`src/rtl/uft_pkg.sv`:
```
// Shared sizes and types for the UART frame transmitter.
// Assumes at most DATA_MAX data bits and STOP_MAX stop bits per frame.
package uft_pkg;
    parameter int DATA_MAX = 9;
    parameter int STOP_MAX = 2;
    localparam int FRAME_W = 1 + DATA_MAX + STOP_MAX;
    localparam int CNT_W   = $clog2(FRAME_W + 1);

    typedef enum logic {
        ST_IDLE = 1'b0,
        ST_SEND = 1'b1
    } tx_state_t;

    typedef struct packed {
        logic [1:0] wlen;
        logic       par_en;
        logic       par_odd;
    } tx_cfg_t;
endpackage

```
`src/rtl/uft_cfg.sv`:
```
// Configuration capture: follows the word-length and parity inputs while
// the block is disabled and holds them while it is enabled.
// Assumes software only reconfigures with the block disabled.
module uft_cfg
    import uft_pkg::*;
(
    input  logic    clk,
    input  logic    rst_n,
    input  logic    blk_en,
    input  tx_cfg_t cfg_in,
    output tx_cfg_t cfg_q
);
    // Load settings only while disabled.
    always_ff @(posedge clk) begin
        if (!rst_n) begin
            cfg_q <= '0;
        end else if (!blk_en) begin
            cfg_q <= cfg_in;
        end
    end
endmodule

```
`src/rtl/uft_framer.sv`:
```
// Frame builder: lays out start bit, data bits (parity in the top data
// position when enabled) and stop bits as a vector sent bit 0 first, and
// gives the total number of bit times. Purely combinational.
// Assumes unused positions above the frame are ones.
module uft_framer
    import uft_pkg::*;
(
    input  tx_cfg_t              cfg,
    input  logic                 two_stop,
    input  logic [DATA_MAX-1:0]  data,
    output logic [FRAME_W-1:0]   frame,
    output logic [CNT_W-1:0]     nbits
);
    int   dbits;
    logic par_acc;

    // Decode word length, fold parity over the lower bits and place fields.
    always_comb begin
        case (cfg.wlen)
            2'b01:   dbits = DATA_MAX;
            2'b10:   dbits = DATA_MAX - 2;
            default: dbits = DATA_MAX - 1;
        endcase
        par_acc  = cfg.par_odd;
        frame    = '1;
        frame[0] = 1'b0;
        for (int i = 0; i < DATA_MAX; i++) begin
            if (i < dbits - 1) begin
                frame[i+1] = data[i];
                par_acc    = par_acc ^ data[i];
            end else if (i == dbits - 1) begin
                frame[i+1] = cfg.par_en ? par_acc : data[i];
            end
        end
        nbits = CNT_W'(1 + dbits + (two_stop ? STOP_MAX : 1));
    end
endmodule

```
`src/rtl/uft_seq.sv`:
```
// Bit sequencer: accepts a word or starts a queued idle frame, shifts one
// bit out per baud tick, and keeps the busy, done and idle-request state.
// Assumes baud_tick is a single-cycle pulse; ticks while idle are ignored.
module uft_seq
    import uft_pkg::*;
(
    input  logic               clk,
    input  logic               rst_n,
    input  logic               blk_en,
    input  logic               tx_en,
    input  logic               baud_tick,
    input  logic               in_valid,
    input  logic [FRAME_W-1:0] frame,
    input  logic [CNT_W-1:0]   nbits,
    output logic               in_ready,
    output logic               tx_line,
    output logic               busy,
    output logic               tx_done
);
    tx_state_t          state;
    logic [FRAME_W-1:0] shreg;
    logic [CNT_W-1:0]   cnt;
    logic               done_q;
    logic               idle_req;
    logic               te_q;

    assign in_ready = blk_en && tx_en && (state == ST_IDLE) && !idle_req;
    assign busy     = blk_en && (state == ST_SEND);
    assign tx_line  = busy ? shreg[0] : 1'b1;
    assign tx_done  = blk_en && done_q;

    // Remember the previous transmit enable to spot its rising edge.
    always_ff @(posedge clk) begin
        if (!rst_n) te_q <= 1'b0;
        else        te_q <= tx_en;
    end

    // Frame sequencing, idle-frame queueing and completion flag.
    always_ff @(posedge clk) begin
        if (!rst_n || !blk_en) begin
            state    <= ST_IDLE;
            shreg    <= '1;
            cnt      <= '0;
            done_q   <= 1'b0;
            idle_req <= 1'b0;
        end else begin
            if (tx_en && !te_q) idle_req <= 1'b1;
            case (state)
                ST_IDLE: begin
                    if (idle_req && tx_en) begin
                        shreg    <= '1;
                        cnt      <= nbits;
                        state    <= ST_SEND;
                        idle_req <= 1'b0;
                        done_q   <= 1'b0;
                    end else if (in_valid && in_ready) begin
                        shreg  <= frame;
                        cnt    <= nbits;
                        state  <= ST_SEND;
                        done_q <= 1'b0;
                    end
                end
                ST_SEND: begin
                    if (baud_tick) begin
                        if (cnt == CNT_W'(1)) begin
                            state  <= ST_IDLE;
                            shreg  <= '1;
                            done_q <= 1'b1;
                        end else begin
                            shreg <= {1'b1, shreg[FRAME_W-1:1]};
                            cnt   <= cnt - CNT_W'(1);
                        end
                    end
                end
                default: state <= ST_IDLE;
            endcase
        end
    end
endmodule

```
`src/rtl/uart_frame_tx.sv`:
```
// Top of the configurable UART frame transmitter: captures settings, builds
// the frame for the offered word and sequences it onto tx_line.
// Assumes an external baud tick at one pulse per bit time.
module uart_frame_tx
    import uft_pkg::*;
(
    input  logic                clk,
    input  logic                rst_n,
    input  logic                blk_en,
    input  logic                tx_en,
    input  logic                par_en,
    input  logic                par_odd,
    input  logic [1:0]          wlen_code,
    input  logic                two_stop,
    input  logic                baud_tick,
    input  logic                in_valid,
    input  logic [DATA_MAX-1:0] in_data,
    output logic                in_ready,
    output logic                tx_line,
    output logic                busy,
    output logic                tx_done
);
    tx_cfg_t            cfg_in;
    tx_cfg_t            cfg_q;
    logic [FRAME_W-1:0] frame;
    logic [CNT_W-1:0]   nbits;

    assign cfg_in = '{wlen: wlen_code, par_en: par_en, par_odd: par_odd};

    uft_cfg u_cfg (
        .clk    (clk),
        .rst_n  (rst_n),
        .blk_en (blk_en),
        .cfg_in (cfg_in),
        .cfg_q  (cfg_q)
    );

    uft_framer u_framer (
        .cfg      (cfg_q),
        .two_stop (two_stop),
        .data     (in_data),
        .frame    (frame),
        .nbits    (nbits)
    );

    uft_seq u_seq (
        .clk       (clk),
        .rst_n     (rst_n),
        .blk_en    (blk_en),
        .tx_en     (tx_en),
        .baud_tick (baud_tick),
        .in_valid  (in_valid),
        .frame     (frame),
        .nbits     (nbits),
        .in_ready  (in_ready),
        .tx_line   (tx_line),
        .busy      (busy),
        .tx_done   (tx_done)
    );
endmodule

```
`config.mk`:
```
export PLATFORM = sky130hd
export DESIGN_NAME = uart_frame_tx
export DESIGN_NICKNAME = d
export VERILOG_FILES = /design/src/rtl/uft_pkg.sv /design/src/rtl/uft_cfg.sv /design/src/rtl/uft_framer.sv /design/src/rtl/uft_seq.sv /design/src/rtl/uart_frame_tx.sv
export SDC_FILE = /design/constraint.sdc
export NUM_CORES = 1
export LEC_CHECK = 0
export BUFFER_PORTS_ARGS = -buffer_cell sky130_fd_sc_hd__buf_2
export CORE_UTILIZATION = 59
export CTS_CLUSTER_SIZE = 40
export DETAILED_ROUTE_END_ITERATION = 16
export HOLD_SLACK_MARGIN = 0.1
export PLACE_DENSITY = 0.91
export RECOVER_POWER = 25
export SYNTH_ARGS = -nofsm -noshare
export SYNTH_HDL_FRONTEND = slang
export SYNTH_SLANG_ARGS = --single-unit
export TNS_END_PERCENT = 100
```
`constraint.sdc`:
```
create_clock -name clk -period 3.6 [get_ports clk]
set_clock_uncertainty 0.1 [all_clocks]
set_input_delay 0.54 -clock clk [delete_from_list [all_inputs] [get_ports clk]]
set_output_delay 0.54 -clock clk [all_outputs]
set_load 0.01 [all_outputs]
```
# Word level (Yosys, flattened, before mapping)

Index checks and enable logic that the tools add are counted.

$add $sub $neg: 4
Order comparisons: 9
Eq/ne operators: 15
Mux-type cells: 61
Bitwise gates (word level): 9
Reductions and logical operators: 17

Operators by type and width:

| operator                                                               | number |
|---|---|
| 1-bit 2-to-1 mux                                                       | 47 |
| 12-bit 2-to-1 mux                                                      | 3 |
| 32-bit zero test                                                       | 1 |
| 12-bit case mux with 2 select lines                                    | 1 |
| 4-bit by 5-bit equality test with 1-bit output (first input constant)  | 4 |
| 4-bit by 5-bit < comparator with 1-bit output (first input constant)   | 4 |
| 4-bit 2-to-1 mux                                                       | 4 |
| 4-bit case mux with 2 select lines                                     | 2 |
| 11-bit 2-to-1 mux                                                      | 1 |
| 3-bit by 5-bit equality test with 1-bit output (first input constant)  | 2 |
| 3-bit by 5-bit < comparator with 1-bit output (first input constant)   | 2 |
| 1-bit logical AND                                                      | 8 |
| 1-bit bitwise XOR                                                      | 8 |
| 2-bit != test (second input constant)                                  | 3 |
| 3-bit AND reduction                                                    | 2 |
| 2-bit by 5-bit equality test with 1-bit output (first input constant)  | 1 |
| 5-bit equality test (first input constant)                             | 1 |
| 1-bit by 5-bit < comparator with 1-bit output (first input constant)   | 1 |
| 2-bit by 5-bit < comparator with 1-bit output (first input constant)   | 1 |
| 5-bit < comparator (first input constant)                              | 1 |
| 4-bit by 1-bit subtractor with 5-bit output (second input constant)    | 1 |
| 1-bit by 4-bit adder with 4-bit output (first input constant)          | 1 |
| 4-bit adder                                                            | 1 |
| 4-bit by 1-bit equality test with 1-bit output (second input constant) | 1 |
| 10 further kinds                                                       | 14 |

Flip-flop bits (word level): 24
Input bits: 20
Output and inout port bits: 4
Logic and storage cells: 124

# Depth between registers and ports, before layout

Word-level depth: 25
Mapped depth: 9
Mapped depth without buffers: 9

# Hierarchy

From an unflattened synthesis, not the netlist that was laid out.

Cell total of the unflattened synthesis: 223
Area total of the unflattened synthesis: 1985.7 µm²

By module, submodules not included:

| module     | instances | cells each | area each (µm²) | seq. area each (µm²) |
|---|---|---|---|---|
| uft_seq    | 1         | 121        | 1179.9          | 400.4 |
| uft_framer | 1         | 89         | 649.4           | 0.0 |
| uft_cfg    | 1         | 13         | 156.4           | 80.1 |

# Worst setup path before layout

No wires, ideal clock.

Kind: input -> register
Start point: input port in_data[3]
End point: register u_seq.shreg[8]
Setup time: 0.127 ns
Arrival time: 1.641 ns
Required time: 3.373 ns
Path slack: 1.732 ns
Cell stages on the path: 5
Path buffers: 0
Cell sequence: xor3_2 > xnor2_1 > or3_1 > a31oi_1 > o21ai_1

Cells in the longest elaborated chain, start to end: 14

Ends and longest elaborated chain:

| element                               | RTL line            | source |
|---|---|---|
| start, declared                       | uart_frame_tx.sv:17 | `input logic [DATA_MAX-1:0] in_data,` |
| 1-bit bitwise XOR *                   | uft_framer.sv:30    | `par_acc = par_acc ^ data[i];` |
| 1-bit 2-to-1 mux *                    | uft_framer.sv:28    | `if (i < dbits - 1) begin` |
| 1-bit bitwise XOR                     | uft_framer.sv:30    |  |
| 1-bit 2-to-1 mux *                    | uft_framer.sv:28    |  |
| 1-bit bitwise XOR                     | uft_framer.sv:30    |  |
| 1-bit 2-to-1 mux *                    | uft_framer.sv:28    |  |
| 1-bit bitwise XOR                     | uft_framer.sv:30    |  |
| 1-bit 2-to-1 mux *                    | uft_framer.sv:28    |  |
| 1-bit 2-to-1 mux *                    | uft_framer.sv:32    | `frame[i+1] = cfg.par_en ? par_acc : data[i];` |
| 1-bit 2-to-1 mux *                    | uft_framer.sv:31    | `end else if (i == dbits - 1) begin` |
| 1-bit 2-to-1 mux *                    | uft_framer.sv:28    |  |
| 12-bit 2-to-1 mux *                   | uft_seq.sv:56       | `end else if (in_valid && in_ready) begin` |
| 12-bit 2-to-1 mux *                   | uft_seq.sv:50       | `if (idle_req && tx_en) begin` |
| 12-bit case mux with 2 select lines * | uft_seq.sv:48       | `case (state)` |
| end signal, assigned                  | uft_seq.sv:57       | `shreg <= frame;` |
| end signal, assigned                  | uft_seq.sv:70       | `shreg <= {1'b1, shreg[FRAME_W-1:1]};` |
| end, declared                         | uft_seq.sv:21       | `logic [FRAME_W-1:0] shreg;` |

Every way passes the cells marked *; elsewhere a longest branch is shown, timed or not. The select of a mux whose other input is x is not followed.
A chain may end at the register's enable or synchronous reset.

# Final worst setup path

Start point: register u_seq.state
End point: register u_seq.cnt[3]

Cells in the longest elaborated chain, start to end: 6
Elaborated cells between the ends (all ways): 9
Those cells by class: eq/ne: 3; mux: 1; bitwise: 1; reduce/logical: 4

Ends and longest elaborated chain:

| element                        | RTL line                     | source |
|---|---|---|
| start, declared                | uft_seq.sv:20                | `tx_state_t state;` |
| start signal, assigned         | uft_seq.sv:41                | `state <= ST_IDLE;` |
| start signal, assigned         | uft_seq.sv:53                | `state <= ST_SEND;` |
| start signal, assigned         | uft_seq.sv:59                | `state <= ST_SEND;` |
| 1-bit inverter                 | uft_seq.sv:27, uft_seq.sv:48 |  |
| 1-bit logical AND (2 in a row) | uft_seq.sv:27                | `assign in_ready = blk_en && tx_en && (state == ST_IDLE) && !idle_req;` |
| 1-bit logical AND              | uft_seq.sv:56                |  |
| 3-bit != test (no line)        | -                            |  |
| 3-bit AND reduction (no line)  | -                            |  |
| end signal, assigned           | uft_seq.sv:52                | `cnt <= nbits;` |
| end signal, assigned           | uft_seq.sv:58                | `cnt <= nbits;` |
| end signal, assigned           | uft_seq.sv:71                | `cnt <= cnt - CNT_W'(1);` |
| end, declared                  | uft_seq.sv:22                | `logic [CNT_W-1:0] cnt;` |

Several ways; a longest one is shown, not always the timed one.

==> results.py <==
metrics = {
    "run_status": {
        "outcome": "finished clean",
    },
    "synthesis": {
        "ys_ff_latch": 22,
        "synth_top_area_cell": "dfxtp_1",
        "synthesis.area_um2": 1405,
        "synth_common_cells": "22 x dfxtp_1, 16 x nor2_1, 15 x nand2_1",
        "netlist_instances": 177,
        "synth_nets": 205,
        "synthFlopType": "dfxtp_1",
        "synth_top_area_share": 0.3134,
        "yosys-top-cells-area": "dfxtp_1 31%, ha_1 7.1%, a21oi_1 5.0%, nor2_1 4.3%, nand2_1 4.0%",
        "synth-edff-count": 0,
        "syn_avg_cell_area_um2": 7.938,
        "async_flop_share": 0,
        "yosysWarnings": 0,
        "yosysMostFrequentCell": "dfxtp_1",
        "yosysUniqueCellTypes": 41,
        "seq_area_frac_synth": 0.3134,
    },
    "placed_design": {
        "routabilityCongestion": 0.9108,
        "dp_slack_ns": 0.9926,
        "dp_hpwl_um": 2406,
        "placed_cells": 221,
        "dpl-instance-area_um2": 1524,
        "io_buffers": 23,
    },
    "layout": {
        "finalInstanceArea_um2": 1574,
        "fill_cells": 184,
        "diodes": 0,
        "final-instance-count-excl-fill": 225,
        "seq_area_um2": 440.4,
        "drive_above_1_share": 0.1421,
        "nNetsFinal": 226,
        "final_core_util": 0.7048,
        "synthToLayoutAreaGrowth_pct": 12.02,
        "multi_input_area_um2": 880.8,
    },
    "sta": {
        "finalSetupViolations": 0,
        "finalHoldViolCount": 0,
        "worst_pin_slew_ns": 0.7733,
        "period_share": 0.7240,
        "fin_setup_tns_ns": 0,
        "relSlewSlack": 0.4810,
        "fmax_ghz": 0.3837,
        "fin_crit_ns": 2.606,
        "rsz0062_at_grt": "no",
        "worst_slack_ns": 0.9937,
        "slew_violations": 0,
    },
    "drt": {
        "drc_errors": 0,
        "totalWireLength_um": 3277,
        "avgViaCountPerCell": 6.036,
        "drtIter0Drc": 72,
        "drt_pass1_iterations": 4,
        "post_drt_wl_per_cell_um": 14.56,
        "via_count": 1358,
        "final_antenna_net_count": 0,
    },
    "global_routing": {
        "grt_pass1_vias": 1295,
        "grt_antenna_before_repair": 0,
        "grt_pass1_wl_um": 5299,
        "grt.overflow.total": 0,
        "grt_max_degree": 21,
        "grt_usage": 0.2724,
    },
    "worst_setup_path": {
        "required_ns": 3.75,
        "arrival_ns": 2.75,
        "critPathKind": "reg2reg",
        "start_kind": "register",
        "crit_fanout": 20,
        "ff2ff_path_depth": 5,
        "end_kind": "register",
    },
    "pwr": {
        "p_per_area_nw_per_um2": 368.3,
        "p_leak_uw": 0.0006875,
        "irDropWorstVdd_mv": 0.2812,
    },
    "cts": {
        "clockBufferDepth": 2,
        "cts.htree.levels": 1,
        "clk_pin_slew_worst_paths_ns": 0.13,
        "cts_made_buffers": 3,
        "clock_sinks": 22,
        "hold_buffers": 0,
        "clk_latency_ns": 0.31,
        "cts_root_buf": "clkbuf_4",
        "postCtsSetupBuffers": 0,
        "post_cts_resized": 0,
        "cts_tree": "done",
    },
    "hold_path": {
        "hold_depth": 3,
        "hold_path.class": "in2reg",
    },
    "die": {
        "num_rows": 17,
        "pin_count": 24,
        "die_h_um": 50.80,
        "start_util": 0.6291,
        "die-width_um": 50.80,
        "dieArea_um2": 2581,
        "fp.coreArea_um2": 2233,
    },
    "job": {
        "drv_cap": 0,
    },
}
==> where the power goes <==
group          switching (uW)  total [uW]  internal, uW
registers                9.21         261           252
clock network            79.3         192           113
logic                    72.5         127          54.2
total                     161         580           419
==> area by class of cell <==
type	instances	share of cell area
timing repair buffer	23	0.07154
clock inverter	1	0.01908
tap	28	0.02226
clock buffer	3	0.01431
multi-input combinational	134	0.5596
sequential	22	0.2798
inverter	14	0.03339
==> critical path, cell delays in order (launching register included) <==
cell and delay (ns):
dfxtp_1 0.56, nand2b_1 0.31, o21ai_1 0.64, nand2_1 0.46, a211o_1 0.35, a21oi_1 0.12
==> placed cells by master, fill, tap and decap left out, types with 6 or more instances in the layout <==
cell type | synthesis | routed
nor2b_1 | 6 | 6
dfxtp_1 | 22 | 22
inv_1 | 14 | 14
ha_1 | 8 | 8
nor2_1 | 16 | 16
nand2_1 | 15 | 15
o21ai_0 | 8 | 8
buf_2 | 4 | 21
a21oi_1 | 14 | 14
o22ai_1 | 8 | 8
==> worst paths after layout <==
| path | from | end | slack, ns |
|---|---|---|---|
| setup / recovery | u_seq.state | u_seq.cnt[3] | 0.99 |
| hold / removal | wlen_code[1] | u_cfg.cfg_q[3] | 0.38 |
| setup reg to reg | u_seq.state | u_seq.cnt[3] | 0.99 |
| hold reg to reg | u_seq.shreg[0] | u_seq.shreg[0] | 0.38 |
==> registers in the layout (all words and copies together) (netlist names) <==
name            cells
u_seq.shreg        10
u_seq.idle_req      1
u_seq.state         1
u_cfg.cfg_q         4
u_seq.te_q          1
u_seq.done_q        1
u_seq.cnt           4
==> routing by layer <==
metal  global-route usage  up-vias  part of all wire
met3              0.01818        8             0.052
met4               0.1019        0             0.012
met2               0.5156       56              0.50
met5                    0        -                 0
li1                     -      664                 -
met1               0.3147      630              0.44
==> cell families after synthesis <==
family          Yosys count  synth area share
compound gates           53            0.2387
mux                       5           0.03562
fa+ha+maj                 8           0.07124
xor+xnor                  9           0.06768
simple gates             59            0.2137
flops                    22            0.3134
buf+inv                  21           0.05966
==> stage by stage <==
stage | hold WS, ns | total power, uW
5_1_grt | 0.3813 | 605.9
6_report | 0.3774 | 579.7
4_1_cts | 0.3761 | 579.3
3_5_place_dp | 0.3587 | 389.9
2_1_floorplan | 0.3292 | 356.0
3_3_place_gp | 0.3472 | 382.9
Power figures use the tool's default switching activity.
